File: src/rtl/dram_strobe_monitor_pkg.sv
package dram_strobe_monitor_pkg;

  localparam int NUM_RULES = 10;
  localparam int NUM_SPANS = 4;

  // span counter slots
  localparam int SPAN_RAS_PER  = 0;
  localparam int SPAN_RAS_HIGH = 1;
  localparam int SPAN_CAS_PER  = 2;
  localparam int SPAN_CAS_HIGH = 3;

  // rule bit positions
  localparam int RULE_RAS_LOW_MIN  = 0;
  localparam int RULE_RAS_HIGH_MIN = 1;
  localparam int RULE_CYCLE_MIN    = 2;
  localparam int RULE_RAS_LOW_MAX  = 3;
  localparam int RULE_CAS_LOW_MAX  = 4;
  localparam int RULE_PAGE_HIGH    = 5;
  localparam int RULE_PAGE_PERIOD  = 6;
  localparam int RULE_REF_HOLD     = 7;
  localparam int RULE_RCD_MIN      = 8;
  localparam int RULE_ROW_HOLD     = 9;

  typedef enum logic [2:0] {
    CLS_IDLE   = 3'd0,
    CLS_READ   = 3'd1,
    CLS_EWRITE = 3'd2,
    CLS_PAGE   = 3'd3,
    CLS_ROR    = 3'd4,
    CLS_CBR    = 3'd5
  } cycClass_e;

  // control -> datapath strobes
  typedef struct packed {
    logic [NUM_SPANS-1:0] restart;
    logic                 grabRow;
  } dpStrobe_t;

endpackage

File: src/rtl/dram_strobe_monitor_dp.sv
module dram_strobe_monitor_dp
  import dram_strobe_monitor_pkg::*;
#(
  parameter int ADDR_W = 9,
  parameter int CNT_W  = 8
) (
  input  logic                             clk,
  input  logic                             rstN,
  input  logic                             rasN,
  input  logic                             casN,
  input  logic                             weN,
  input  logic [ADDR_W-1:0]                addr,
  input  dpStrobe_t                        strobe,
  output logic                             rasLvl,
  output logic                             rasPrev,
  output logic                             casLvl,
  output logic                             casPrev,
  output logic                             weLvl,
  output logic [NUM_SPANS-1:0][CNT_W-1:0]  spanCnt,
  output logic                             addrMoved
);

  localparam logic [CNT_W-1:0] SAT_VAL = '1;

  logic [ADDR_W-1:0] addrS1;
  logic [ADDR_W-1:0] rowLatch;

  // input sampling and one-sample history for edge detection
  always_ff @(posedge clk) begin
    if (!rstN) begin
      rasLvl  <= 1'b1;
      rasPrev <= 1'b1;
      casLvl  <= 1'b1;
      casPrev <= 1'b1;
      weLvl   <= 1'b1;
      addrS1  <= '0;
    end else begin
      rasLvl  <= rasN;
      rasPrev <= rasLvl;
      casLvl  <= casN;
      casPrev <= casLvl;
      weLvl   <= weN;
      addrS1  <= addr;
    end
  end

  always_ff @(posedge clk) begin
    if (!rstN) begin
      rowLatch <= '0;
    end else if (strobe.grabRow) begin
      rowLatch <= addrS1;
    end
  end

  assign addrMoved = (addrS1 != rowLatch);

  // one saturating span counter per measured interval
  for (genvar g = 0; g < NUM_SPANS; g++) begin : gSpan
    logic [CNT_W-1:0] q;
    always_ff @(posedge clk) begin
      if (!rstN) begin
        q <= '0;
      end else if (strobe.restart[g]) begin
        q <= CNT_W'(1);
      end else if (q != SAT_VAL) begin
        q <= q + CNT_W'(1);
      end
    end
    assign spanCnt[g] = q;
  end

endmodule

File: src/rtl/dram_strobe_monitor_ctl.sv
module dram_strobe_monitor_ctl
  import dram_strobe_monitor_pkg::*;
#(
  parameter int CNT_W     = 8,
  parameter int RAS_MIN_C = 20,
  parameter int RP_C      = 16,
  parameter int RC_C      = 38,
  parameter int ACT_C     = 2000,
  parameter int CP_C      = 2,
  parameter int PC_C      = 12,
  parameter int CHR_C     = 4,
  parameter int RCD_C     = 5,
  parameter int RAH_C     = 3
) (
  input  logic                            clk,
  input  logic                            rstN,
  input  logic                            rasLvl,
  input  logic                            rasPrev,
  input  logic                            casLvl,
  input  logic                            casPrev,
  input  logic                            weLvl,
  input  logic [NUM_SPANS-1:0][CNT_W-1:0] spanCnt,
  input  logic                            addrMoved,
  output dpStrobe_t                       strobe,
  output logic [NUM_RULES-1:0]            errPulse,
  output logic                            errAny,
  output logic                            clsValid,
  output cycClass_e                       clsCode
);

  localparam logic [CNT_W-1:0] RAS_MIN_L = CNT_W'(RAS_MIN_C);
  localparam logic [CNT_W-1:0] RP_L      = CNT_W'(RP_C);
  localparam logic [CNT_W-1:0] RC_L      = CNT_W'(RC_C);
  localparam logic [CNT_W-1:0] ACT_L     = CNT_W'(ACT_C);
  localparam logic [CNT_W-1:0] CP_L      = CNT_W'(CP_C);
  localparam logic [CNT_W-1:0] PC_L      = CNT_W'(PC_C);
  localparam logic [CNT_W-1:0] CHR_L     = CNT_W'(CHR_C);
  localparam logic [CNT_W-1:0] RCD_L     = CNT_W'(RCD_C);
  localparam logic [CNT_W-1:0] RAH_L     = CNT_W'(RAH_C);

  logic rasFall, rasRise, casFall, casRise;
  logic haveRasFall, haveRasRise, haveCasFall;
  logic cbrCycle, cbrHold, colSeen, rowFlagged;
  logic rasLowRun, casLowRun, colFall;
  logic [CNT_W-1:0] rasPer, rasHigh, casPer, casHigh;
  logic [NUM_RULES-1:0] errNext;
  logic clsValidNext;
  cycClass_e clsNext;

  assign rasFall = rasPrev & ~rasLvl;
  assign rasRise = ~rasPrev & rasLvl;
  assign casFall = casPrev & ~casLvl;
  assign casRise = ~casPrev & casLvl;

  assign rasPer  = spanCnt[SPAN_RAS_PER];
  assign rasHigh = spanCnt[SPAN_RAS_HIGH];
  assign casPer  = spanCnt[SPAN_CAS_PER];
  assign casHigh = spanCnt[SPAN_CAS_HIGH];

  always_comb begin
    strobe = '0;
    strobe.restart[SPAN_RAS_PER]  = rasFall;
    strobe.restart[SPAN_RAS_HIGH] = rasRise;
    strobe.restart[SPAN_CAS_PER]  = casFall;
    strobe.restart[SPAN_CAS_HIGH] = casRise;
    strobe.grabRow                = rasFall;
  end

  assign rasLowRun = haveRasFall & ~rasLvl & ~rasFall;
  assign casLowRun = haveCasFall & ~casLvl & ~casFall;
  assign colFall   = casFall & ~rasLvl & ~rasFall & haveRasFall & ~cbrCycle;

  always_comb begin
    errNext = '0;
    errNext[RULE_RAS_LOW_MIN]  = rasRise & haveRasFall & (rasPer < RAS_MIN_L);
    errNext[RULE_RAS_HIGH_MIN] = rasFall & haveRasRise & (rasHigh < RP_L);
    errNext[RULE_CYCLE_MIN]    = rasFall & haveRasFall & (rasPer < RC_L);
    errNext[RULE_RAS_LOW_MAX]  = rasLowRun & (rasPer == ACT_L);
    errNext[RULE_CAS_LOW_MAX]  = casLowRun & (casPer == ACT_L);
    errNext[RULE_PAGE_HIGH]    = colFall & colSeen & (casHigh < CP_L);
    errNext[RULE_PAGE_PERIOD]  = colFall & colSeen & (casPer < PC_L);
    errNext[RULE_REF_HOLD]     = casRise & cbrHold & (rasPer < CHR_L);
    errNext[RULE_RCD_MIN]      = colFall & ~colSeen & (rasPer < RCD_L);
    errNext[RULE_ROW_HOLD]     = rasLowRun & ~cbrCycle & ~rowFlagged & addrMoved
                                 & (rasPer < RAH_L);
  end

  always_comb begin
    clsValidNext = 1'b0;
    clsNext      = CLS_IDLE;
    if (rasFall && !casLvl) begin
      clsValidNext = 1'b1;
      clsNext      = CLS_CBR;
    end else if (colFall) begin
      clsValidNext = 1'b1;
      if (colSeen)     clsNext = CLS_PAGE;
      else if (!weLvl) clsNext = CLS_EWRITE;
      else             clsNext = CLS_READ;
    end else if (rasRise && haveRasFall && !colSeen && !cbrCycle) begin
      clsValidNext = 1'b1;
      clsNext      = CLS_ROR;
    end
  end

  always_ff @(posedge clk) begin
    if (!rstN) begin
      haveRasFall <= 1'b0;
      haveRasRise <= 1'b0;
      haveCasFall <= 1'b0;
      cbrCycle    <= 1'b0;
      cbrHold     <= 1'b0;
      colSeen     <= 1'b0;
      rowFlagged  <= 1'b0;
      errPulse    <= '0;
      errAny      <= 1'b0;
      clsValid    <= 1'b0;
      clsCode     <= CLS_IDLE;
    end else begin
      if (rasFall) haveRasFall <= 1'b1;
      if (rasRise && haveRasFall) haveRasRise <= 1'b1;
      if (casFall) haveCasFall <= 1'b1;
      if (rasFall) begin
        cbrCycle   <= ~casLvl;
        cbrHold    <= ~casLvl;
        colSeen    <= 1'b0;
        rowFlagged <= 1'b0;
      end else begin
        if (casRise) cbrHold <= 1'b0;
        if (colFall) colSeen <= 1'b1;
        if (errNext[RULE_ROW_HOLD]) rowFlagged <= 1'b1;
      end
      errPulse <= errNext;
      errAny   <= errAny | (|errNext);
      clsValid <= clsValidNext;
      clsCode  <= clsNext;
    end
  end

endmodule

File: src/rtl/dram_strobe_monitor.sv
module dram_strobe_monitor
  import dram_strobe_monitor_pkg::*;
#(
  parameter int ADDR_W       = 9,
  parameter int SAMPLE_PS    = 5000,
  parameter int T_RAS_NS     = 100,
  parameter int T_RP_NS      = 80,
  parameter int T_RC_NS      = 190,
  parameter int T_ACT_MAX_NS = 10000,
  parameter int T_CP_NS      = 10,
  parameter int T_PC_NS      = 60,
  parameter int T_CHR_NS     = 20,
  parameter int T_RCD_NS     = 25,
  parameter int T_RAH_NS     = 15
) (
  input  logic                 clk,
  input  logic                 rstN,
  input  logic                 rasN,
  input  logic                 casN,
  input  logic                 weN,
  input  logic [ADDR_W-1:0]    addr,
  output logic [NUM_RULES-1:0] errPulse,
  output logic                 errAny,
  output logic                 clsValid,
  output logic [2:0]           clsCode
);

  // minimums round up, maximum rounds down
  localparam int RAS_MIN_C = (T_RAS_NS * 1000 + SAMPLE_PS - 1) / SAMPLE_PS;
  localparam int RP_C      = (T_RP_NS  * 1000 + SAMPLE_PS - 1) / SAMPLE_PS;
  localparam int RC_C      = (T_RC_NS  * 1000 + SAMPLE_PS - 1) / SAMPLE_PS;
  localparam int CP_C      = (T_CP_NS  * 1000 + SAMPLE_PS - 1) / SAMPLE_PS;
  localparam int PC_C      = (T_PC_NS  * 1000 + SAMPLE_PS - 1) / SAMPLE_PS;
  localparam int CHR_C     = (T_CHR_NS * 1000 + SAMPLE_PS - 1) / SAMPLE_PS;
  localparam int RCD_C     = (T_RCD_NS * 1000 + SAMPLE_PS - 1) / SAMPLE_PS;
  localparam int RAH_C     = (T_RAH_NS * 1000 + SAMPLE_PS - 1) / SAMPLE_PS;
  localparam int ACT_C     = (T_ACT_MAX_NS * 1000) / SAMPLE_PS;
  localparam int TOP_C     = (ACT_C > RC_C) ? ACT_C : RC_C;
  localparam int CNT_W     = $clog2(TOP_C + 2) + 1;

  dpStrobe_t                       strobe;
  logic                            rasLvl, rasPrev, casLvl, casPrev, weLvl;
  logic [NUM_SPANS-1:0][CNT_W-1:0] spanCnt;
  logic                            addrMoved;
  cycClass_e                       clsEnum;

  dram_strobe_monitor_dp #(
    .ADDR_W (ADDR_W),
    .CNT_W  (CNT_W)
  ) dp_i (
    .clk       (clk),
    .rstN      (rstN),
    .rasN      (rasN),
    .casN      (casN),
    .weN       (weN),
    .addr      (addr),
    .strobe    (strobe),
    .rasLvl    (rasLvl),
    .rasPrev   (rasPrev),
    .casLvl    (casLvl),
    .casPrev   (casPrev),
    .weLvl     (weLvl),
    .spanCnt   (spanCnt),
    .addrMoved (addrMoved)
  );

  dram_strobe_monitor_ctl #(
    .CNT_W     (CNT_W),
    .RAS_MIN_C (RAS_MIN_C),
    .RP_C      (RP_C),
    .RC_C      (RC_C),
    .ACT_C     (ACT_C),
    .CP_C      (CP_C),
    .PC_C      (PC_C),
    .CHR_C     (CHR_C),
    .RCD_C     (RCD_C),
    .RAH_C     (RAH_C)
  ) ctl_i (
    .clk       (clk),
    .rstN      (rstN),
    .rasLvl    (rasLvl),
    .rasPrev   (rasPrev),
    .casLvl    (casLvl),
    .casPrev   (casPrev),
    .weLvl     (weLvl),
    .spanCnt   (spanCnt),
    .addrMoved (addrMoved),
    .strobe    (strobe),
    .errPulse  (errPulse),
    .errAny    (errAny),
    .clsValid  (clsValid),
    .clsCode   (clsEnum)
  );

  assign clsCode = clsEnum;

endmodule

File: config.mk
export PLATFORM = sky130hd
export DESIGN_NAME = dram_strobe_monitor
export DESIGN_NICKNAME = d
export VERILOG_FILES = /design/src/rtl/dram_strobe_monitor_pkg.sv /design/src/rtl/dram_strobe_monitor_dp.sv /design/src/rtl/dram_strobe_monitor_ctl.sv /design/src/rtl/dram_strobe_monitor.sv
export SDC_FILE = /design/constraint.sdc
export NUM_CORES = 1
export LEC_CHECK = 0
export ABC_AREA = 1
export CORE_ASPECT_RATIO = 1.4
export CORE_UTILIZATION = 45
export CTS_BUF_LIST = sky130_fd_sc_hd__clkbuf_8
export DETAILED_ROUTE_END_ITERATION = 6
export PLACE_DENSITY_LB_ADDON = 0.1
export SYNTH_ARGS = -nofsm -noshare
export SYNTH_HDL_FRONTEND = slang
export SYNTH_SLANG_ARGS = --single-unit
File: constraint.sdc
create_clock -name clk -period 1.3 [get_ports clk]
set_input_delay 0.26 -clock clk [delete_from_list [all_inputs] [get_ports clk]]
set_output_delay 0.26 -clock clk [all_outputs]
set_load 0.05 [all_outputs]
Word-level counts from Yosys, hierarchy flattened
Index checks and enable logic that the tools add are counted.
{"block": "totals", "regBits": 93, "latchBits": 0, "ram_bits": 0, "mem_bits_ro": 0, "inputBits": 14, "wordCells": 124, "n_memories": 0}
{"block": "classes", "add_sub_neg": 4, "mul": 0, "div_mod_pow": 0, "n_lt_le_gt_ge": 8, "n_eq_ne": 7, "shifts": 0, "muxes": 18, "bitwise_logic": 42, "n_reduce_logical": 18}
{"cell": "12-bit by 1-bit adder with 12-bit output (second input constant)", "count": 4}
{"cell": "12-bit != test (second input constant)", "count": 4}
{"cell": "1-bit AND", "count": 31}
{"cell": "12-bit by 11-bit == test with 1-bit output (second input constant)", "count": 2}
{"cell": "12-bit by 2-bit < comparator with 1-bit output (second input constant)", "count": 2}
{"cell": "12-bit by 3-bit < comparator with 1-bit output (second input constant)", "count": 2}
{"cell": "12-bit by 5-bit < comparator with 1-bit output (second input constant)", "count": 2}
{"cell": "1-bit two-way mux", "count": 13}
{"cell": "12-bit by 4-bit < comparator with 1-bit output (second input constant)", "count": 1}
{"cell": "12-bit by 6-bit < comparator with 1-bit output (second input constant)", "count": 1}
{"cell": "3-bit two-way mux", "count": 4}
{"cell": "1-bit inverter", "count": 10}
{"cell": "2-bit nonzero test", "count": 5}
{"cell": "10-bit OR reduction", "count": 1}
{"cell": "2-bit OR reduction", "count": 5}
{"cell": "9-bit != test", "count": 1}
{"cell": "1-bit logical AND", "count": 4}
{"cell": "1-bit zero test", "count": 3}
{"cell": "2-bit two-way mux", "count": 1}
{"cell": "1-bit bitwise OR", "count": 1}

Depth between registers and ports, before layout
Gate-level depths: netlist (run 1).
{"block": "depth", "ltp_word": 10, "depth_mapped": 10, "ltp_nobuf": 10}

By module
A second synthesis (run 1) with hierarchy kept.
{"block": "unflattened", "cells_unflattened": 673, "area_unflattened_um2": 4638.2}
{"mod": "dram_strobe_monitor_dp", "n_inst": 1, "cells_per_inst": 478, "area_each_um2": 3352.0, "seq_area_each_um2": 1421.4}
{"mod": "dram_strobe_monitor_ctl", "n_inst": 1, "cells_per_inst": 195, "area_each_um2": 1286.2, "seq_area_each_um2": 440.4}

Worst setup path after synthesis (run 1)
No wires, ideal clock.
{"block": "synth_path", "kind": "reg-to-reg", "start": "register dp_i.gSpan[2].q[0]", "end": "register dp_i.gSpan[2].q[0]", "setup_ns": 0.113, "arrival_time_ns": 1.235, "path_slack_ns": -0.048, "stages_incl_launch_ff": 9, "n_path_buf": 0, "path_cell_list": "dfxtp_1 -> ha_1 -> nand3_2 -> nor2_4 -> nand4_4 -> clkinv_2 -> o21ai_1 -> o21ai_1 -> inv_1"}
{"block": "synth_between", "elab_chain_cells": 3}
{"item": "start: declaration", "line": "dram_strobe_monitor_dp.sv:59", "source": "logic [CNT_W-1:0] q;"}
{"item": "start signal: assignment", "line": "dram_strobe_monitor_dp.sv:66", "source": "q <= q + CNT_W'(1);"}
{"item": "12-bit by 1-bit adder with 12-bit output", "line": "dram_strobe_monitor_dp.sv:66"}
{"item": "1-bit two-way mux", "line": "dram_strobe_monitor_dp.sv:65", "source": "end else if (q != SAT_VAL) begin"}
{"item": "1-bit two-way mux", "line": "dram_strobe_monitor_dp.sv:63", "source": "end else if (strobe.restart[g]) begin"}
Several ways; a longest one is shown, not always the timed one. The select of a mux whose other input is x is not followed.
A chain may end at the register's enable or synchronous reset.

Worst setup path after layout (run 1)
{"block": "layout_path", "start": "register dp_i.gSpan[0].q[0]", "end": "register dp_i.gSpan[0].q[0]"}
{"block": "layout_between", "elab_chain_cells": 3}
{"item": "start: declaration", "line": "dram_strobe_monitor_dp.sv:59"}
{"item": "start signal: assignment", "line": "dram_strobe_monitor_dp.sv:66"}
{"item": "12-bit by 1-bit adder with 12-bit output", "line": "dram_strobe_monitor_dp.sv:66"}
{"item": "1-bit two-way mux", "line": "dram_strobe_monitor_dp.sv:65"}
{"item": "1-bit two-way mux", "line": "dram_strobe_monitor_dp.sv:63"}
Several ways; a longest one is shown, not always the timed one. The select of a mux whose other input is x is not followed.

==> metrics.md, run 1 <==
| Metric | Value |
|---|---|
| Result of the run | complete, but fails checks |
| Worst IR drop on VDD | 0.000717 V |
| Row count | 41 |
| Number of instances in the synthesized netlist | 584 |
| Total net switching power | 1.41 mW |
| Static Leakage | 2.95 nW |
| Layer carrying the most global-route usage | met2 |
| Post-synthesis cell type count | 34 |
| Combinational group share of total power | 10.7% |
| GR met1 Demand/Resource | 22.9% |
| Starting Density | 46.8% |
| Most area-hungry cell type in the Yosys netlist | dfxtp_1 |
| Synth Warn # | 0 |
| Post-Place Cell Area | 0.00542 mm2 |
| Synthesized cell area | 0.00425 mm2 |
| Highest clock rate | 0.694 GHz |
| Via-to-Cell Ratio | 5.01 |
| Area contributors post-synth | dfxtp_1, nand2_1, inv_1 |
| Total vias in the final route | 4152 |
| Area share of the leading cell type in the synthesized netlist | 43.8% |
| Area of the multi-input gates | 0.00254 mm2 |
| Detailed Place HPWL | 7430 um |
| Buf/Inv on CP | 1 |
| Count of pins over their slew limit | 0 |
| Skew final | 0.00997 ns |
| Primary flip-flop cell chosen by synthesis mapping | dfxtp_1 |
| Number of cells on the worst reg-to-reg path | 9 |
| Syn nets | 604 |
| Routability-driven placement congestion ratio | 0.858 |
| Met3 global-route usage | 3.65% |
| Worst relative slew slack | 74.0% |
| Largest stage delay, worst path | 0.39 ns |
| Cell area after layout | 0.00639 mm2 |
| Fin Hold WS | 0.419 ns |
| Worst path cell trace | ha_4 -> nand3_4 -> nor2_4 -> nand2_4 -> buf_12 -> nor2_4 -> nand2_4 -> nand2_2 -> a21oi_1 |
| TritonCTS Buffers | 9 |
| Antenna cell count | 0 |
| Die height | 117 um |
| Layout cell share with drive strength beyond 1 | 39.9% |
| Final routed wirelength across all metal layers | 11100 um |
| Crit. End Element | flip-flop |
| Number of design-rule violations left by the first detailed-router iteration | 121 |
| Top post-synthesis cells by count | nand2_1, dfxtp_1, inv_1, nor2_1, a21oi_1 |
| Sequential cell area | 0.00191 mm2 |
| Number of I/O port buffers | 28 |
| Final Hold Viols | 0 |
| Buffer cell driving the clock tree root | clkbuf_8 |
| Synthesis-to-finish area growth | 50.3% |
| Residual antenna-violating net count after detailed routing | 0 |
| Cell Count, Final, Fillers Out | 829 |
| First-pass GRT wire length | 17100 um |
| Part of the total power dissipated in sequential elements | 56.7% |
| Final Worst Setup Slack | -0.142 ns |
| Met2 usage in global routing | 42.8% |
| Global route total overflow | 0 |
| Final design utilization | 70.3% |
| Sequential area share after synthesis | 43.8% |
| CTS tree | yes |
| Post-route DRC | 0 |
| H-tree depth | 3 |
| Routed wire per std cell | 13.4 um |
| Clk_lat worst skew | 0.37 ns |
| Core Region | 0.00908 mm2 |
| CP Launch Type | flip-flop |
| Number of global-route vias before repair | 4047 |
| Internal power | 3.90 mW |
| Quantity of hold-fixing buffers added after cts | 0 |
| Placed Cells | 790 |
| Die Wd | 84.1 um |
| Final clock period utilization by the worst path | 111% |
| Largest net degree at the start of global routing | 26 |
| Number of placed I/O pins | 29 |
| Count of flip-flops with a built-in enable after synthesis | 0 |
| Final net count | 738 |
| Maximum buffer depth of the clock tree | 2 |
| Total iterations of the first detailed-routing run | 4 |
| Minimum clock period after layout | 1.44 ns |
| Number of antenna violations at the first check in global routing | 0 |
| Worst Path Required | 1.56 ns |
| Unrepaired setup endpoints after global routing | yes |
| Arrival @ worst endpoint | 1.70 ns |
| Number of inserted filler cells in the final layout | 728 |
| Min-Delay Path Class | input port to flip-flop |
| Clock transition at the registers of the reported paths | 0.09 ns |
| Mean Syn Cell Area | 7.28 um2 |
| Relative contribution of the clock network to total power | 32.6% |
| Net switching share of the total power | 26.6% |
| Hold depth | 3 |
| Overall Global Routing Usage | 21.9% |
| Reported max-cap violation count | 0 |
| Flops & latches, synth | 93 |
| Final setup viols | 41 |
| Cell family with the largest share of critical-path delay | simple AND/OR/NAND/NOR gates |
| Dominant cell by count in the synthesized netlist | nand2_1 |
| Failing checks | negative setup slack |
| Slowest stage cell, crit path | dfxtp_4 |
| Slew at the pin with the worst max-slew slack | 0.388 ns |
| Total die area | 0.00984 mm2 |
| Total clock sinks | 93 |
| FFs w/ async S/R, synth | 0% |
| Critical path peak fanout | 4 |
| Number of gates on the worst path with buffers counted | 9 |
| Power density over cell area | 831 mW/mm2 |
| Start-to-end type of the worst setup path | flip-flop to flip-flop |
## sequential cells by signal, summed over array words and instances (netlist names), 3 cells and up
| name | flops |
|---|---|
| ctl_i.clsCode | 3 |
| dp_i.addrS1 | 9 |
| dp_i.rowLatch | 9 |
| ctl_i.errPulse | 10 |
| dp_i.gSpan.q | 48 |
## power by group through the flow
stage / registers (mW) / logic (mW) / clock network (mW)
after floorplan: 3.07 / 0.236 / 0
after global placement: 3.06 / 0.451 / 0
after detailed placement: 3.06 / 0.465 / 0
after CTS: 3.00 / 0.501 / 1.77
after global routing: 3.02 / 0.628 / 1.87
final: 3.01 / 0.570 / 1.73
## stage by stage
| step | setup slack [ns] | power, mW | setup TNS (ns) |
|---|---|---|---|
| 3_5_place_dp | -0.192 | 3.53 | -7.45 |
| 3_3_place_gp | -0.191 | 3.51 | -6.79 |
| 5_1_grt | -0.216 | 5.52 | -6.39 |
| 4_1_cts | -0.106 | 5.28 | -0.898 |
| 6_report | -0.142 | 5.31 | -2.62 |
| 2_1_floorplan | -0.000783 | 3.30 | -0.000783 |
## worst min-delay path, cell delays in order
cell and delay, ns:
clkdlybuf4s50_1 0.40, nand2_1 0.06, inv_1 0.03
## cell type report
type | instances | share of cell area (%)
clock inverter | 6 | 0.627
timing repair buffer | 128 | 19.7
sequential | 93 | 30.0
tap | 107 | 2.10
clock buffer | 9 | 1.94
inverter | 96 | 5.80
multi-input combinational | 390 | 39.8
## cells by family after synthesis
logic type               Yosys count  synth area share, %
buffers and inverters            102                 9.07
XOR/XNOR                          22                 4.53
flip-flops                        93                 43.8
AND/OR/NAND/NOR                  269                 29.2
AO/OA/AOI/OAI                     92                 11.6
adder cells (fa/ha/maj)            6                 1.77
## placed cells by master (no fill, tap or decap), drive strengths merged, types with 8 or more instances in the layout
cell type / n
o21ai: 40
clkdlybuf4s50: 13
dfxtp: 93
xnor2: 8
buf: 115
nor2: 98
nand4: 10
a21oi: 38
nand3: 33
xor2: 14
nand2: 110
inv: 96
nor3: 15
clkbuf: 9
## metal layers
layer,up-vias,share of wire (%)
li1,2116,-
met1,1923,40
met2,86,54
met3,27,3.2
met4,0,2.7
met5,-,0
## worst paths after layout
kind	endpoint	startpoint	slack, ns
setup / recovery	dp_i.gSpan[0].q[0]$_SDFFE_PN0P_	dp_i.gSpan[0].q[0]$_SDFFE_PN0P_	-0.14
hold / removal	dp_i.addrS1[0]$_SDFF_PN0_	addr[0]	0.42
setup reg to reg	dp_i.gSpan[0].q[0]$_SDFFE_PN0P_	dp_i.gSpan[0].q[0]$_SDFFE_PN0P_	-0.14
hold reg to reg	ctl_i.haveRasRise$_SDFFE_PN0P_	ctl_i.haveRasRise$_SDFFE_PN0P_	0.46
## timing repair
action | CTS | global route
gates resized for setup | 99 | 83
gates cloned | 1 | 0
setup buffers | 6 | 19
pin swaps | 38 | 40
setup endpoints to repair | 55 | 61
Note: power is estimated with default switching activity, not from simulation.
==> inputs of run 2 (changes only) <==
SKIP_CTS_REPAIR_TIMING = 1   (was not set)
==> metrics.md, run 2 (same netlist as run 1, synthesis figures left out) <==
| Metric | Value |
|---|---|
| Core Region | 0.00908 mm2 (unchanged) |
| Largest net degree at the start of global routing | 26 (unchanged) |
| Die Wd | 84.1 um (unchanged) |
| Top register by number of flip-flops | dp_i.gSpan.q |
| Clock transition at the registers of the reported paths | 0.09 ns (about the same) |
| Starting Density | 46.8% (unchanged) |
| Cell Count, Final, Fillers Out | 822 (-0.84%) |
| Maximum buffer depth of the clock tree | 2 (unchanged) |
| Power density over cell area | 836 mW/mm2 (+0.61%) |
| Number of global-route vias before repair | 3901 (-3.6%) |
| Largest regs | dp_i.gSpan.q (48), ctl_i.errPulse (10) |
| Crit path capture | ctl_i.errAny$_SDFF_PN0_ |
| Final Hold Viols | 0 (unchanged) |
| Leading cell type in the layout, fill and taps excluded | nand2_1 |
| Total net switching power | 1.41 mW (+0.31%) |
| Endpoint of the lowest-slack register-to-register path | ctl_i.errAny$_SDFF_PN0_ |
| Number of antenna violations at the first check in global routing | 0 (unchanged) |
| CP Launch Type | flip-flop |
| Layout cell share with drive strength beyond 1 | 39.3% (-0.59 points) |
| Largest stage delay, worst path | 0.35 ns (-0.04 ns) |
| Result of the run | complete, but fails checks |
| Critical path peak fanout | 3 (-1) |
| Final net count | 731 (-0.95%) |
| Buffer cell driving the clock tree root | clkbuf_8 |
| Routed wire per std cell | 13.3 um (-0.91%) |
| Antenna cell count | 0 (unchanged) |
| Highest clock rate | 0.696 GHz (+0.35%) |
| Failing checks | negative setup slack |
| Row count | 41 (unchanged) |
| Final design utilization | 70.0% (-0.33 points) |
| Clk_lat worst skew | 0.37 ns (about the same) |
| Sequential cell area | 0.00191 mm2 (-0.33%) |
| Final setup viols | 37 (-9.8%) |
| Slew at the pin with the worst max-slew slack | 0.599 ns (+0.211 ns) |
| Buf/Inv on CP | 2 (+1) |
| Number of inserted filler cells in the final layout | 742 (+1.9%) |
| Min-Delay Path Class | input port to flip-flop |
| Count of pins over their slew limit | 0 (unchanged) |
| Combinational group share of total power | 10.8% (about the same) |
| Worst setup slack for register-to-register paths | -0.14 ns (about the same) |
| Most frequent cells in the layout | nand2_1, inv_1, buf_4 |
| Number of cells on the worst reg-to-reg path | 8 (-1) |
| Fin Hold WS | 0.420 ns (+0.00149 ns) |
| Cell family with the largest share of critical-path delay | simple AND/OR/NAND/NOR gates |
| Number of I/O port buffers | 28 (unchanged) |
| Final Worst Setup Slack | -0.137 ns (+0.00501 ns) |
| Detailed Place HPWL | 7430 um (unchanged) |
| Die height | 117 um (unchanged) |
| Worst IR drop on VDD | 0.000716 V (-0.18%) |
| Placed Cells | 790 (unchanged) |
| Worst relative slew slack | 59.8% (-14 points) |
| Routability-driven placement congestion ratio | 0.858 (unchanged) |
| Total clock sinks | 93 (unchanged) |
| Arrival @ worst endpoint | 1.74 ns (+0.04 ns) |
| Unrepaired setup endpoints after global routing | yes |
| Number of design-rule violations left by the first detailed-router iteration | 144 (+19%) |
| Final routed wirelength across all metal layers | 10900 um (-1.7%) |
| Minimum clock period after layout | 1.44 ns (-0.00500 ns) |
| CTS tree | yes |
| Launch point of the worst path | dp_i.gSpan[3].q[1]$_SDFFE_PP0P_ |
| Post-route DRC | 0 (unchanged) |
| Total die area | 0.00984 mm2 (unchanged) |
| Final clock period utilization by the worst path | 111% (-0.39 points) |
| Area of the multi-input gates | 0.00257 mm2 (+1.1%) |
| Start-to-end type of the worst setup path | flip-flop to flip-flop |
| Overall Global Routing Usage | 20.7% (-1.2 points) |
| Flip-flop count of the largest register after layout | 48 (unchanged) |
| H-tree depth | 3 (unchanged) |
| First-pass GRT wire length | 16200 um (-5.3%) |
| Internal power | 3.90 mW (about the same) |
| Slowest stage cell, crit path | dfxtp_2 |
| Reported max-cap violation count | 0 (unchanged) |
| Via-to-Cell Ratio | 5.07 (+1.2%) |
| Worst Path Required | 1.60 ns (+0.04 ns) |
| Global route total overflow | 0 (unchanged) |
| Skew final | 0.00730 ns (-0.00267 ns) |
| TritonCTS Buffers | 9 (unchanged) |
| Crit. End Element | flip-flop |
| Number of placed I/O pins | 29 (unchanged) |
| Startpoint of the worst-slack reg-to-reg timing path | dp_i.gSpan[3].q[1]$_SDFFE_PP0P_ |
| Worst path cell trace | buf_6 -> buf_4 -> nor3_1 -> nand2_1 -> a21o_1 -> nand2_1 -> nor2_1 -> nor2_1 |
| Net switching share of the total power | 26.6% (+0.044 points) |
| Part of the total power dissipated in sequential elements | 56.7% (about the same) |
| Total vias in the final route | 4167 (+0.36%) |
| Residual antenna-violating net count after detailed routing | 0 (unchanged) |
| Synthesis-to-finish area growth | 49.6% |
| Accumulated negative setup slack | -2.26 ns (+0.360 ns) |
| Number of gates on the worst path with buffers counted | 8 (-1) |
| Static Leakage | 2.90 nW (-1.7%) |
| Total iterations of the first detailed-routing run | 5 (+1) |
| Relative contribution of the clock network to total power | 32.5% (about the same) |
-- run 2: cell count changes in the layout (fill, tap and decap cells not counted), sizes merged --
cell | previous run | this run
buf | 115 | 108
-- run 2: power groups by stage --
stage / clock network, mW / registers [mW] / logic, mW
after floorplan: 0 / 3.07 / 0.236
after CTS: 1.77 / 2.99 / 0.467
after detailed placement: 0 / 3.06 / 0.465
final: 1.73 / 3.01 / 0.575
after global routing: 1.87 / 3.02 / 0.632
after global placement: 0 / 3.06 / 0.451
-- run 2: metal layers --
layer,up-vias,global-route usage [%],share of wire [%]
met4,0,10.2,2.4
met1,1965,21.9,41
met3,19,3.58,2.5
li1,2114,-,-
met2,69,39.9,54
met5,-,0,0
-- run 2: how the worst min path moves through the flow --
stage	from	endpoint	slack, ns	cells past startpoint
floorplan	addr[0]	dp_i.addrS1[0]$_SDFF_PN0_	0.36	2
global placement	dp_i.rowLatch[0]$_SDFFE_PN0P_	dp_i.rowLatch[0]$_SDFFE_PN0P_	0.45	2
detailed placement	ctl_i.haveRasRise$_SDFFE_PN0P_	ctl_i.haveRasRise$_SDFFE_PN0P_	0.45	2
CTS	addr[0]	dp_i.addrS1[0]$_SDFF_PN0_	0.40	3
global route	addr[5]	dp_i.addrS1[5]$_SDFF_PN0_	0.43	3
finish	addr[0]	dp_i.addrS1[0]$_SDFF_PN0_	0.42	3
-- run 2: metrics by stage --
stage                     cell area (um2)  worst slack, ns  power (mW)
after global placement               5420           -0.191        3.51
after CTS                            5580           -0.194        5.23
after floorplan                      4300        -0.000783        3.30
final                                6360           -0.137        5.31
after detailed placement             5420           -0.192        3.53
after global routing                 6360           -0.224        5.53
-- run 2: worst min-delay path, stage by stage --
cell	delay (ns)
clkdlybuf4s50_1	0.40
nand2_1	0.06
inv_1	0.03
-- run 2: final cells by class --
cell class	count	share of cell area (%)
Tap cell	107	2.11
Clock buffer	9	1.95
Multi-Input combinational cell	390	40.5
Inverter	96	5.91
Sequential cell	93	30.0
Clock inverter	6	0.630
Timing Repair Buffer	121	19.0
==> inputs of run 3 (changes only) <==
CORE_UTILIZATION = 55   (was 45)
CTS_CLUSTER_DIAMETER = 150   (was not set)
==> metrics.md, run 3 (same netlist as run 1, synthesis figures left out) <==
| Metric | Value |
|---|---|
| Worst relative slew slack | 76.0% (+16 points) |
| Antenna cell count | 0 (unchanged) |
| Starting Density | 57.4% (+11 points) |
| Final Hold Viols | 0 (unchanged) |
| Worst Path Required | 1.60 ns (about the same) |
| Crit path capture | dp_i.gSpan[0].q[0]$_SDFFE_PN0P_ |
| Largest net degree at the start of global routing | 26 (unchanged) |
| Synthesis-to-finish area growth | 45.1% |
| Most frequent cells in the layout | nand2_1, buf_4, inv_1 |
| Layout cell share with drive strength beyond 1 | 37.4% (-1.9 points) |
| Start-to-end type of the worst setup path | flip-flop to flip-flop |
| Final net count | 726 (-0.68%) |
| Launch point of the worst path | dp_i.gSpan[0].q[1]$_SDFFE_PP0P_ |
| Residual antenna-violating net count after detailed routing | 0 (unchanged) |
| Startpoint of the worst-slack reg-to-reg timing path | dp_i.gSpan[0].q[1]$_SDFFE_PP0P_ |
| Total die area | 0.00809 mm2 (-18%) |
| Post-route DRC | 0 (unchanged) |
| CP Launch Type | flip-flop |
| Die height | 106 um (-9.4%) |
| Result of the run | complete, but fails checks |
| Core Region | 0.00741 mm2 (-18%) |
| Number of global-route vias before repair | 3877 (-0.62%) |
| TritonCTS Buffers | 9 (unchanged) |
| Clk_lat worst skew | 0.37 ns (about the same) |
| Row count | 37 (-9.8%) |
| Total iterations of the first detailed-routing run | 4 (-1) |
| Reported max-cap violation count | 0 (unchanged) |
| Largest regs | dp_i.gSpan.q (48), ctl_i.errPulse (10) |
| Flip-flop count of the largest register after layout | 48 (unchanged) |
| Die Wd | 76.3 um (-9.3%) |
| Number of I/O port buffers | 28 (unchanged) |
| Clock transition at the registers of the reported paths | 0.09 ns (about the same) |
| Final routed wirelength across all metal layers | 11200 um (+2.3%) |
| Routability-driven placement congestion ratio | 0.861 (+0.31%) |
| Number of design-rule violations left by the first detailed-router iteration | 220 (+53%) |
| Number of inserted filler cells in the final layout | 440 (-41%) |
| Crit. End Element | flip-flop |
| Worst setup slack for register-to-register paths | -0.20 ns (-0.07 ns) |
| Power density over cell area | 874 mW/mm2 (+4.6%) |
| Routed wire per std cell | 13.8 um (+4.1%) |
| Endpoint of the lowest-slack register-to-register path | dp_i.gSpan[0].q[0]$_SDFFE_PN0P_ |
| Total vias in the final route | 4232 (+1.6%) |
| Final setup viols | 38 (+2.7%) |
| Number of antenna violations at the first check in global routing | 0 (unchanged) |
| Global route total overflow | 0 (unchanged) |
| CTS tree | yes |
| Overall Global Routing Usage | 25.2% (+4.4 points) |
| Highest clock rate | 0.665 GHz (-4.4%) |
| Via-to-Cell Ratio | 5.24 (+3.3%) |
| Count of pins over their slew limit | 0 (unchanged) |
| Skew final | 0.00829 ns (+0.000992 ns) |
| Final clock period utilization by the worst path | 116% (+5.1 points) |
| Slew at the pin with the worst max-slew slack | 0.359 ns (-0.240 ns) |
| Number of placed I/O pins | 29 (unchanged) |
| H-tree depth | 3 (unchanged) |
| Final Worst Setup Slack | -0.203 ns (-0.0668 ns) |
| Number of cells on the worst reg-to-reg path | 7 (-1) |
| Leading cell type in the layout, fill and taps excluded | nand2_1 |
| Buffer cell driving the clock tree root | clkbuf_8 |
| First-pass GRT wire length | 16300 um (+0.68%) |
| Placed Cells | 774 (-2.0%) |
| Maximum buffer depth of the clock tree | 2 (unchanged) |
| Total clock sinks | 93 (unchanged) |
| Minimum clock period after layout | 1.50 ns (+0.0668 ns) |
| Final design utilization | 83.2% (+13 points) |
| Unrepaired setup endpoints after global routing | yes |
| Min-Delay Path Class | input port to flip-flop |
| Worst IR drop on VDD | 0.000826 V (+15%) |
| Cell Count, Final, Fillers Out | 808 (-1.7%) |
| Critical path peak fanout | 5 (+2) |
| Arrival @ worst endpoint | 1.80 ns (+0.06 ns) |
| Static Leakage | 2.82 nW (-2.7%) |
| Top register by number of flip-flops | dp_i.gSpan.q |
| Failing checks | negative setup slack |
| Detailed Place HPWL | 7360 um (-1.0%) |
run 3: per-layer routing:
metal  global-route usage [%]  vias up  share of wire [%]
met1                     27.8     1986                 39
li1                         -     2096                  -
met4                     14.0        0                4.1
met3                     3.00       37                3.5
met2                     46.3      113                 54
met5                        0        -                  0
run 3: critical path, stage by stage, from the launching register on:
cell     delay (ns)
dfxtp_4        0.39
ha_4           0.15
nand3_4        0.07
nor2_4         0.14
nand2_4        0.08
nor3_4         0.31
a21oi_1        0.13
a21oi_1        0.16
run 3: where the power goes:
group | switching (mW) | total (mW) | internal (mW)
Clock | 1.04 | 1.84 | 0.800
Sequential | 0.0810 | 3.01 | 2.93
Combinational | 0.284 | 0.546 | 0.263
Total | 1.40 | 5.39 | 3.99
run 3: how the worst min path moves through the flow:
stage                                               from  slack [ns]  cells after the start                        endpoint
after floorplan                                  addr[0]        0.36                      2       dp_i.addrS1[0]$_SDFF_PN0_
after global placement    ctl_i.haveRasRise$_SDFFE_PN0P_        0.45                      2  ctl_i.haveRasRise$_SDFFE_PN0P_
after detailed placement           dp_i.weLvl$_SDFF_PN1_        0.45                      1     ctl_i.clsCode[1]$_SDFF_PP0_
after CTS                                        addr[6]        0.40                      3       dp_i.addrS1[6]$_SDFF_PN0_
after global routing                             addr[2]        0.42                      3       dp_i.addrS1[2]$_SDFF_PN0_
final                                            addr[6]        0.41                      3       dp_i.addrS1[6]$_SDFF_PN0_
run 3: per-stage QoR:
stage               hold slack [ns]  setup slack, ns  instance area, um2  setup TNS, ns  power [mW]
finish                        0.407           -0.203                6170          -2.91        5.39
global placement              0.449           -0.247                5360          -6.29        3.49
global route                  0.418           -0.291                6170          -6.09        5.58
detailed placement            0.450           -0.303                5360          -8.55        3.51
CTS                           0.401           -0.155                5550          -4.50        5.29
floorplan                     0.358        -0.000783                4300      -0.000783        3.30
run 3: final cells by class:
type,count,area (um2),share of cell area [%]
multi-input combinational,390,2440,39.7
timing repair buffer,116,1120,18.2
clock inverter,5,35.0,0.568
tap,97,121,1.97
clock buffer,11,151,2.46
inverter,96,373,6.05
sequential,93,1920,31.1
